==> src/rtl/prio_irq_ctrl.sv <==
module prio_irq_ctrl #(
  parameter int NSRC = 13,
  parameter int AW   = 8,
  parameter int DW   = 16
) (
  input  logic          clk,
  input  logic          rst_n,
  input  logic [NSRC-1:0] irq_src,
  input  logic          wr_en,
  input  logic [AW-1:0] addr,
  input  logic [DW-1:0] wdata,
  output logic [DW-1:0] rdata,
  output logic [2:0]    cpu_level,
  output logic [7:0]    cpu_vector
);
  localparam logic [AW-1:0] CTL_BASE = AW'(8'h14);
  localparam logic [AW-1:0] MASK_OFS = AW'(8'h36);
  localparam logic [AW-1:0] PEND_OFS = AW'(8'h3A);
  localparam logic [AW-1:0] SWV_OFS  = AW'(8'h42);
  localparam logic [AW-1:0] SERV_OFS = AW'(8'h44);
  localparam int SW_LAST   = 8;
  localparam int SER_FIRST = NSRC - 1;
  localparam int WIDX      = $clog2(NSRC + 1);

  logic [7:0]      ctl [1:NSRC];
  logic [NSRC:1]   pend;
  logic [DW-1:0]   mask;
  logic [7:0]      sw_vec, ser_vec;
  logic [NSRC:1]   active;

  assign active = pend & ~mask[NSRC:1];

  always_ff @(posedge clk) begin
    if (!rst_n) begin
      for (int i = 1; i <= NSRC; i++) ctl[i] <= '0;
      pend    <= '0;
      mask    <= '1;
      sw_vec  <= 8'h0F;
      ser_vec <= 8'h0F;
    end else begin
      pend <= irq_src;
      if (wr_en) begin
        for (int i = 1; i <= NSRC; i++)
          if (addr == CTL_BASE + AW'(i - 1)) ctl[i] <= wdata[7:0];
        if (addr == MASK_OFS) mask    <= wdata;
        if (addr == SWV_OFS)  sw_vec  <= wdata[7:0];
        if (addr == SERV_OFS) ser_vec <= wdata[7:0];
      end
    end
  end

  always_comb begin
    rdata = '0;
    for (int i = 1; i <= NSRC; i++)
      if (addr == CTL_BASE + AW'(i - 1)) rdata = DW'(ctl[i]);
    if (addr == MASK_OFS) rdata = mask;
    if (addr == PEND_OFS) rdata = DW'({pend, 1'b0});
    if (addr == SWV_OFS)  rdata = DW'(sw_vec);
    if (addr == SERV_OFS) rdata = DW'(ser_vec);
  end

  logic            found;
  logic [4:0]      best;
  logic [WIDX-1:0] win;
  logic [7:0]      win_ctl;

  always_comb begin
    found   = 1'b0;
    best    = '0;
    win     = '0;
    win_ctl = '0;
    for (int i = 1; i <= NSRC; i++)
      if (active[i] && (!found || ctl[i][4:0] > best)) begin
        found   = 1'b1;
        best    = ctl[i][4:0];
        win     = WIDX'(i);
        win_ctl = ctl[i];
      end
  end

  assign cpu_level = found ? win_ctl[4:2] : 3'd0;

  always_comb begin
    if (!found)                          cpu_vector = 8'h00;
    else if (win_ctl[7])                 cpu_vector = 8'd24 + {5'd0, win_ctl[4:2]};
    else if (win <= WIDX'(SW_LAST))      cpu_vector = sw_vec;
    else if (win >= WIDX'(SER_FIRST))    cpu_vector = ser_vec;
    else                                 cpu_vector = 8'h0F;
  end

  p_pend_follow_r1: assert property (@(posedge clk) disable iff (!rst_n)
    $past(rst_n) |-> pend == $past(irq_src));

  p_masked_quiet_r2: assert property (@(posedge clk) disable iff (!rst_n)
    cpu_level != 3'd0 |-> (pend & ~mask[NSRC:1]) != '0);

  p_idle_out_r4: assert property (@(posedge clk) disable iff (!rst_n)
    (pend & ~mask[NSRC:1]) == '0 |-> cpu_level == 3'd0 && cpu_vector == 8'h00);

  p_win_unmasked_r3: assert property (@(posedge clk) disable iff (!rst_n)
    found |-> pend[win] && !mask[win]);

  p_mask_write_r10: assert property (@(posedge clk) disable iff (!rst_n)
    wr_en && addr == MASK_OFS |=> mask == $past(wdata));

  p_reset_state_r9: assert property (@(posedge clk) disable iff (!rst_n)
    $rose(rst_n) |-> mask == '1 && pend == '0);
endmodule

==> config.mk <==
export PLATFORM = sky130hd
export DESIGN_NAME = prio_irq_ctrl
export DESIGN_NICKNAME = d
export VERILOG_FILES = /design/src/rtl/prio_irq_ctrl.sv
export SDC_FILE = /design/constraint.sdc
export NUM_CORES = 1
export LEC_CHECK = 0
export ABC_AREA = 1
export BUFFER_PORTS_ARGS = -buffer_cell sky130_fd_sc_hd__clkbuf_2
export CORE_ASPECT_RATIO = 0.6
export CORE_UTILIZATION = 25
export CTS_CLUSTER_DIAMETER = 50
export DETAILED_ROUTE_END_ITERATION = 8
export GPL_TIMING_DRIVEN = 0
export PLACE_DENSITY = 0.44
export SLEW_MARGIN = 25
export SYNTH_ARGS = -nofsm -noshare
export SYNTH_HDL_FRONTEND = slang
export SYNTH_SLANG_ARGS = --single-unit
==> constraint.sdc <==
create_clock -name clk -period 16.32 [get_ports clk]
set_input_delay 2.448 -clock clk [delete_from_list [all_inputs] [get_ports clk]]
set_output_delay 2.448 -clock clk [all_outputs]
set_load 0.05 [all_outputs]
Word-level counts from Yosys, hierarchy flattened. Memory sizes are Yosys's and may differ from the RTL's. Index checks and enable logic that the tools add are counted.

Magnitude comparators: 14. Reductions and logical operators: 39. Multiplexer cells: 139. $add $sub $neg: 1. Equality and inequality tests: 17. Bitwise gates (word level): 15.

Operator list (number): $mux W16 (16); $mux W8 (31); $eq A8 B5 Y1 const B (12); $mux W1 (67); $gt A5 B5 Y1 (12); $mux W5 (12); $mux W4 (12); $eq A8 B6 Y1 const B (3); $eq A8 B7 Y1 const B (2); $and A13 B13 Y13 (1); $not A13 Y13 (1); $or A1 B1 Y1 (13); $logic_and A1 B1 Y1 (12); $logic_not A1 Y1 (12); $logic_or A1 B1 Y1 (12); $add A5 B3 Y6 const A (1); $reduce_and A2 Y1 (3); $ge A4 B4 Y1 const B (1); $le A4 B4 Y1 const B (1); $mux W3 (1).

Output and inout bits: 27. Memories kept: 1. Bits in registers: 45. Word-level logic and storage cells: 230. Memory bits (writable): 104.

Memory list: ctl (words 13, bits a word 8, rd ports 13, clocked after Yosys merged registers in 0, wr ports 13, RTL line 25) `logic [7:0] ctl [1:NSRC];`.

Depth between registers and ports, before layout.
Depth in word-level cells: 56. Mapped depth: 139. Depth with buffers taken out: 132.

Worst setup path before layout. Ideal clock, no wire load.

Kind: reg-to-output. From: register pend[1] (netlist bit). To: output port cpu_vector[4]. Stages on the path, launching flop included: 130. Path buffers: 9. Data arrival time: 15.788 ns. Setup slack: -1.916 ns. Path through: dfxtp_1 inv_2 nor2_2 inv_2 nor2_1 inv_1 ha_1 nand2_1 nor2_1 nand2_1 nand2_1 nand2_1 nand2_1 clkbuf_1 inv_1 o21ai_0 inv_1 ha_1 [... 94 more ...] o21ai_0 nand2_1 inv_1 nand2_1 and2_1 ha_1 a21oi_1 o21ai_0 o22ai_1 nand2_1 nand2_1 inv_1 nor2_1 clkbuf_1 nand2_1 o22ai_1 nor2_1 nor2_1.

Word-level cells in the longest chain between the ends: 55.

RTL lines: start, declared (RTL line 26) `logic [NSRC:1] pend;`; start signal, assigned (RTL line 41) `pend <= irq_src;`; $and A13 B13 Y13 (*) (RTL line 31) `assign active = pend & ~mask[NSRC:1];`; $mux W5 or $mux W1 (tied branches) (RTL line 73) `if (active[i] && (!found || ctl[i][4:0] > best)) begin`; $gt A5 B5 Y1 or $logic_not A1 Y1 (tied branches) (RTL line 73); $logic_or A1 B1 Y1 (RTL line 73); $logic_and A1 B1 Y1 (RTL line 73); $mux W5 or $mux W1 (tied branches) (RTL line 73); $gt A5 B5 Y1 or $logic_not A1 Y1 (tied branches) (RTL line 73); $logic_or A1 B1 Y1 (RTL line 73); [... 39 more ...]; $logic_or A1 B1 Y1 (RTL line 73); $logic_and A1 B1 Y1 (RTL line 73); $mux W4 (RTL line 73); $ge A4 B4 Y1 (RTL line 87) `else if (win >= WIDX'(SER_FIRST)) cpu_vector = ser_vec;`; $mux W8 (RTL line 87); $mux W8 (RTL line 86) `else if (win <= WIDX'(SW_LAST)) cpu_vector = sw_vec;`; $mux W8 (RTL line 85) `else if (win_ctl[7]) cpu_vector = 8'd24 + {5'd0, win_ctl[4:2]};`; $mux W8 (*) (RTL line 84) `if (!found) cpu_vector = 8'h00;`; end, declared (RTL line 14) `output logic [7:0] cpu_vector`.

Mark *: on every way between the ends. The rest lies on a longest branch, timed or not.

Worst setup path after layout. Same ends and word-level chain as after synthesis.

==> impl_metrics.env <==
export IMPL_grt_usage=0.1968
export IMPL_via_count=8973
export IMPL_port_buffers=64
export IMPL_final_net_count=1444
export IMPL_cp_common_cell="nand2_2"
export IMPL_criticalPathCategory="register to output pin"
export IMPL_finalCritPeriodShare=1.113
export IMPL_ys_seq_area_frac=0.4378
export IMPL_max_freq_mhz=55.04
export IMPL_clock_sinks=149
export IMPL_arrival_ns=15.72
export IMPL_postSynthNetCount=1285
export IMPL_gp_congestion=0.8845
export IMPL_die_area_um2=37560
export IMPL_finClkSkew_ns=0
export IMPL_syn_avg_cell_area_um2=7.729
export IMPL_slowest_stage="dfxtp_2"
export IMPL_syn_inst=1189
export IMPL_drive_gt1_frac=0.2829
export IMPL_grt_pass1_vias=8512
export IMPL_cp_end_kind="output pin"
export IMPL_slowest_delay_ns=0.34
export IMPL_ys_ff_latch=149
export IMPL_hold_path_class="register to register"
export IMPL_die_height_um=150.5
export IMPL_die_x_um=249.5
export IMPL_antenna_left=0
export IMPL_slew_headroom=0.2774
export IMPL_drtPass1Iterations=5
export IMPL_wl_um=36490
export IMPL_synth_edf_count=104
export IMPL_start_util=0.2581
export IMPL_ys_types=41
export IMPL_p_leak_nw=5.407
export IMPL_yosys_warnings=0
export IMPL_antenna_found_initial=0
export IMPL_p_total_uw=895.4
export IMPL_outcome="finished with violations"
export IMPL_rrSetupSlack_ns=15.62
export IMPL_hold_buffers=0
export IMPL_tightest_slew_ns=1.076
export IMPL_setup_viol=11
export IMPL_final_max_slew_violation_count=0
export IMPL_clk_latency_ns=0.44
export IMPL_finalCriticalPeriod_ns=18.17
export IMPL_avgViaCountPerCell=4.909
export IMPL_cts_root_buffer="clkbuf_16"
export IMPL_ioPinCount=67
export IMPL_instances_no_fill=1828
export IMPL_violations="negative setup slack"
export IMPL_synth_area_um2=9190
export IMPL_num_antenna_cells=0
export IMPL_powerDensity_nw_per_um2=70.74
export IMPL_h_tree_depth=4
export IMPL_peakVddDrop_uv=71.50
export IMPL_drt_iter0_drc=728
export IMPL_area_delta_synth_final_pct=37.73
export IMPL_rows=53
export IMPL_hold_viol=0
export IMPL_grt_overflow=0
export IMPL_drc=0
export IMPL_synth_top_flop_cell="edfxtp_1"
export IMPL_wire_per_inst_um=19.96
export IMPL_cp_start_kind="register"
export IMPL_grt_max_degree=17
export IMPL_dp_cells=1720
export IMPL_cts_buffers=17
export IMPL_cts_tree="built"
export IMPL_async_flop_share=0
export IMPL_core_area_um2=35610
export IMPL_clk_pin_slew_ns=0.06
export IMPL_grt_pass1_wl_um=53790
export IMPL_crit_fanout=8
export IMPL_hpwlAfterDp_um=27550
export IMPL_maxCapViolations=0
export IMPL_fin_ws_ns=-1.850
export IMPL_ctsLongestPathBuffers=2
export IMPL_rsz0062_at_grt="yes"
export IMPL_cp_required_ns=13.87
-- what timing repair did --
action / CTS / global route
pin swaps: 103 / 111
setup buffers: 57 / 15
endpoints found under the setup margin: 11 / 11
resized for setup: 156 / 122
gates cloned: 4 / 0
-- cells by family (layout without fill, tap and decap cells) --
| kind of cell | count (synthesis) | in the layout | synth area share |
|---|---|---|---|
| fa+ha+maj | 56 | 56 | 0.07624 |
| buf+inv | 190 | 361 | 0.07774 |
| compound gates | 219 | 219 | 0.1430 |
| flops | 149 | 149 | 0.4378 |
| simple gates | 575 | 576 | 0.2652 |
-- layout make-up --
cell class / instances / area [um2]
Tap cell: 467 / 584.3
Fill cell: 3670 / 22950
Buffer: 30 / 224.0
Inverter: 160 / 620.6
Clock buffer: 19 / 442.9
Sequential cell: 149 / 4026
Clock inverter: 13 / 108.9
Timing Repair Buffer: 139 / 1023
Multi-Input combinational cell: 851 / 5627
-- power by group --
| group | switching (mW) | internal [mW] |
|---|---|---|
| clock network | 0.167 | 0.213 |
| logic | 0.0543 | 0.0270 |
| registers | 0.0151 | 0.419 |
-- synthesized netlist by cell type, types with 3 or more instances --
master     instances  area, um2
and2_1             5      31.28
o21ai_0           81      405.4
o211ai_1          19      142.6
nand2_2           11      68.82
nand2_4            3      33.78
o21bai_1           8      60.06
or2_2              5      31.28
nor3_1            14      70.07
inv_2              4      15.01
clkbuf_1          29      108.9
a221oi_1          11      96.34
nand4_1            9      56.30
nor2_1           183      686.9
o22ai_1           12      75.07
dfxtp_1           45      900.9
a21o_1             3      22.52
nand2_1          251      942.2
edfxtp_1         104       3123
clkinv_1           3      11.26
nand3_1           79      395.4
nand3_2            7      70.07
o2111ai_1          6      52.55
nor2_2             3      18.77
ha_1              56      700.7
o21ai_1            6      30.03
a21oi_2            6      52.55
inv_1            153      574.3
a21oi_1           54      270.3
-- layout by cell type (no fill, tap or decap), types with 18 or more instances in the layout --
cell type	netlist	final
nand2_1	251	198
buf_8	0	19
clkbuf_2	0	53
buf_4	0	67
edfxtp_1	104	104
ha_4	0	23
o21ai_1	6	22
nand2_4	3	26
clkbuf_1	29	22
o211ai_1	19	19
nor2_1	183	172
a21oi_1	54	42
clkbuf_16	0	18
nand3_1	79	70
ha_1	56	33
dfxtp_1	45	43
o21ai_0	81	40
inv_1	153	136
nand2_2	11	38
-- state kept, by name, indices dropped and copies added (netlist names) --
register and count:
ser_vec 8, pend 13, sw_vec 8, ctl 104, mask 16
-- layer usage --
| layer | GRT usage | vias to the layer above | part of all wire |
|---|---|---|---|
| li1 | - | 4320 | - |
| met1 | 0.3158 | 4336 | 0.53 |
| met2 | 0.2500 | 299 | 0.37 |
| met3 | 0.05705 | 18 | 0.090 |
| met4 | 0.03364 | 0 | 0.0060 |
| met5 | 0 | - | 0 |
-- path summary, 6_finish.rpt --
| kind | end | cells after the start | from |
|---|---|---|---|
| worst max-delay path | cpu_vector[4] | 135 | pend[1] |
| worst min-delay path | mask[0] | 2 | mask[0] |
| worst max register to register | sw_vec[6] | 2 | sw_vec[6] |
| worst min register to register | mask[0] | 2 | mask[0] |
-- stage by stage --
step	setup WS, ns	instance area, um2	setup TNS (ns)	hold WS [ns]	utilization
after floorplan	-0.08071	9445	-0.1151	0.4464	-
after global placement	-3.323	10350	-33.99	0.4635	0.2906
after detailed placement	-3.349	10350	-34.31	0.4680	0.2907
after CTS	-1.992	12010	-20.94	0.4844	0.3373
after global routing	-2.979	12660	-31.63	0.5068	0.3554
final	-1.850	12660	-19.42	0.4798	0.3554
-- worst max-delay path, delay by kind of cell (launching register included) --
kind / cells / cell delay, ns
AOI/OAI and AO/OA: 28 / 2.81
and+or+nand+nor: 74 / 6.40
DFF: 1 / 0.34
buffers and inverters: 21 / 2.30
adders and majority gates: 12 / 3.41
(Power assumes the default switching activity.)
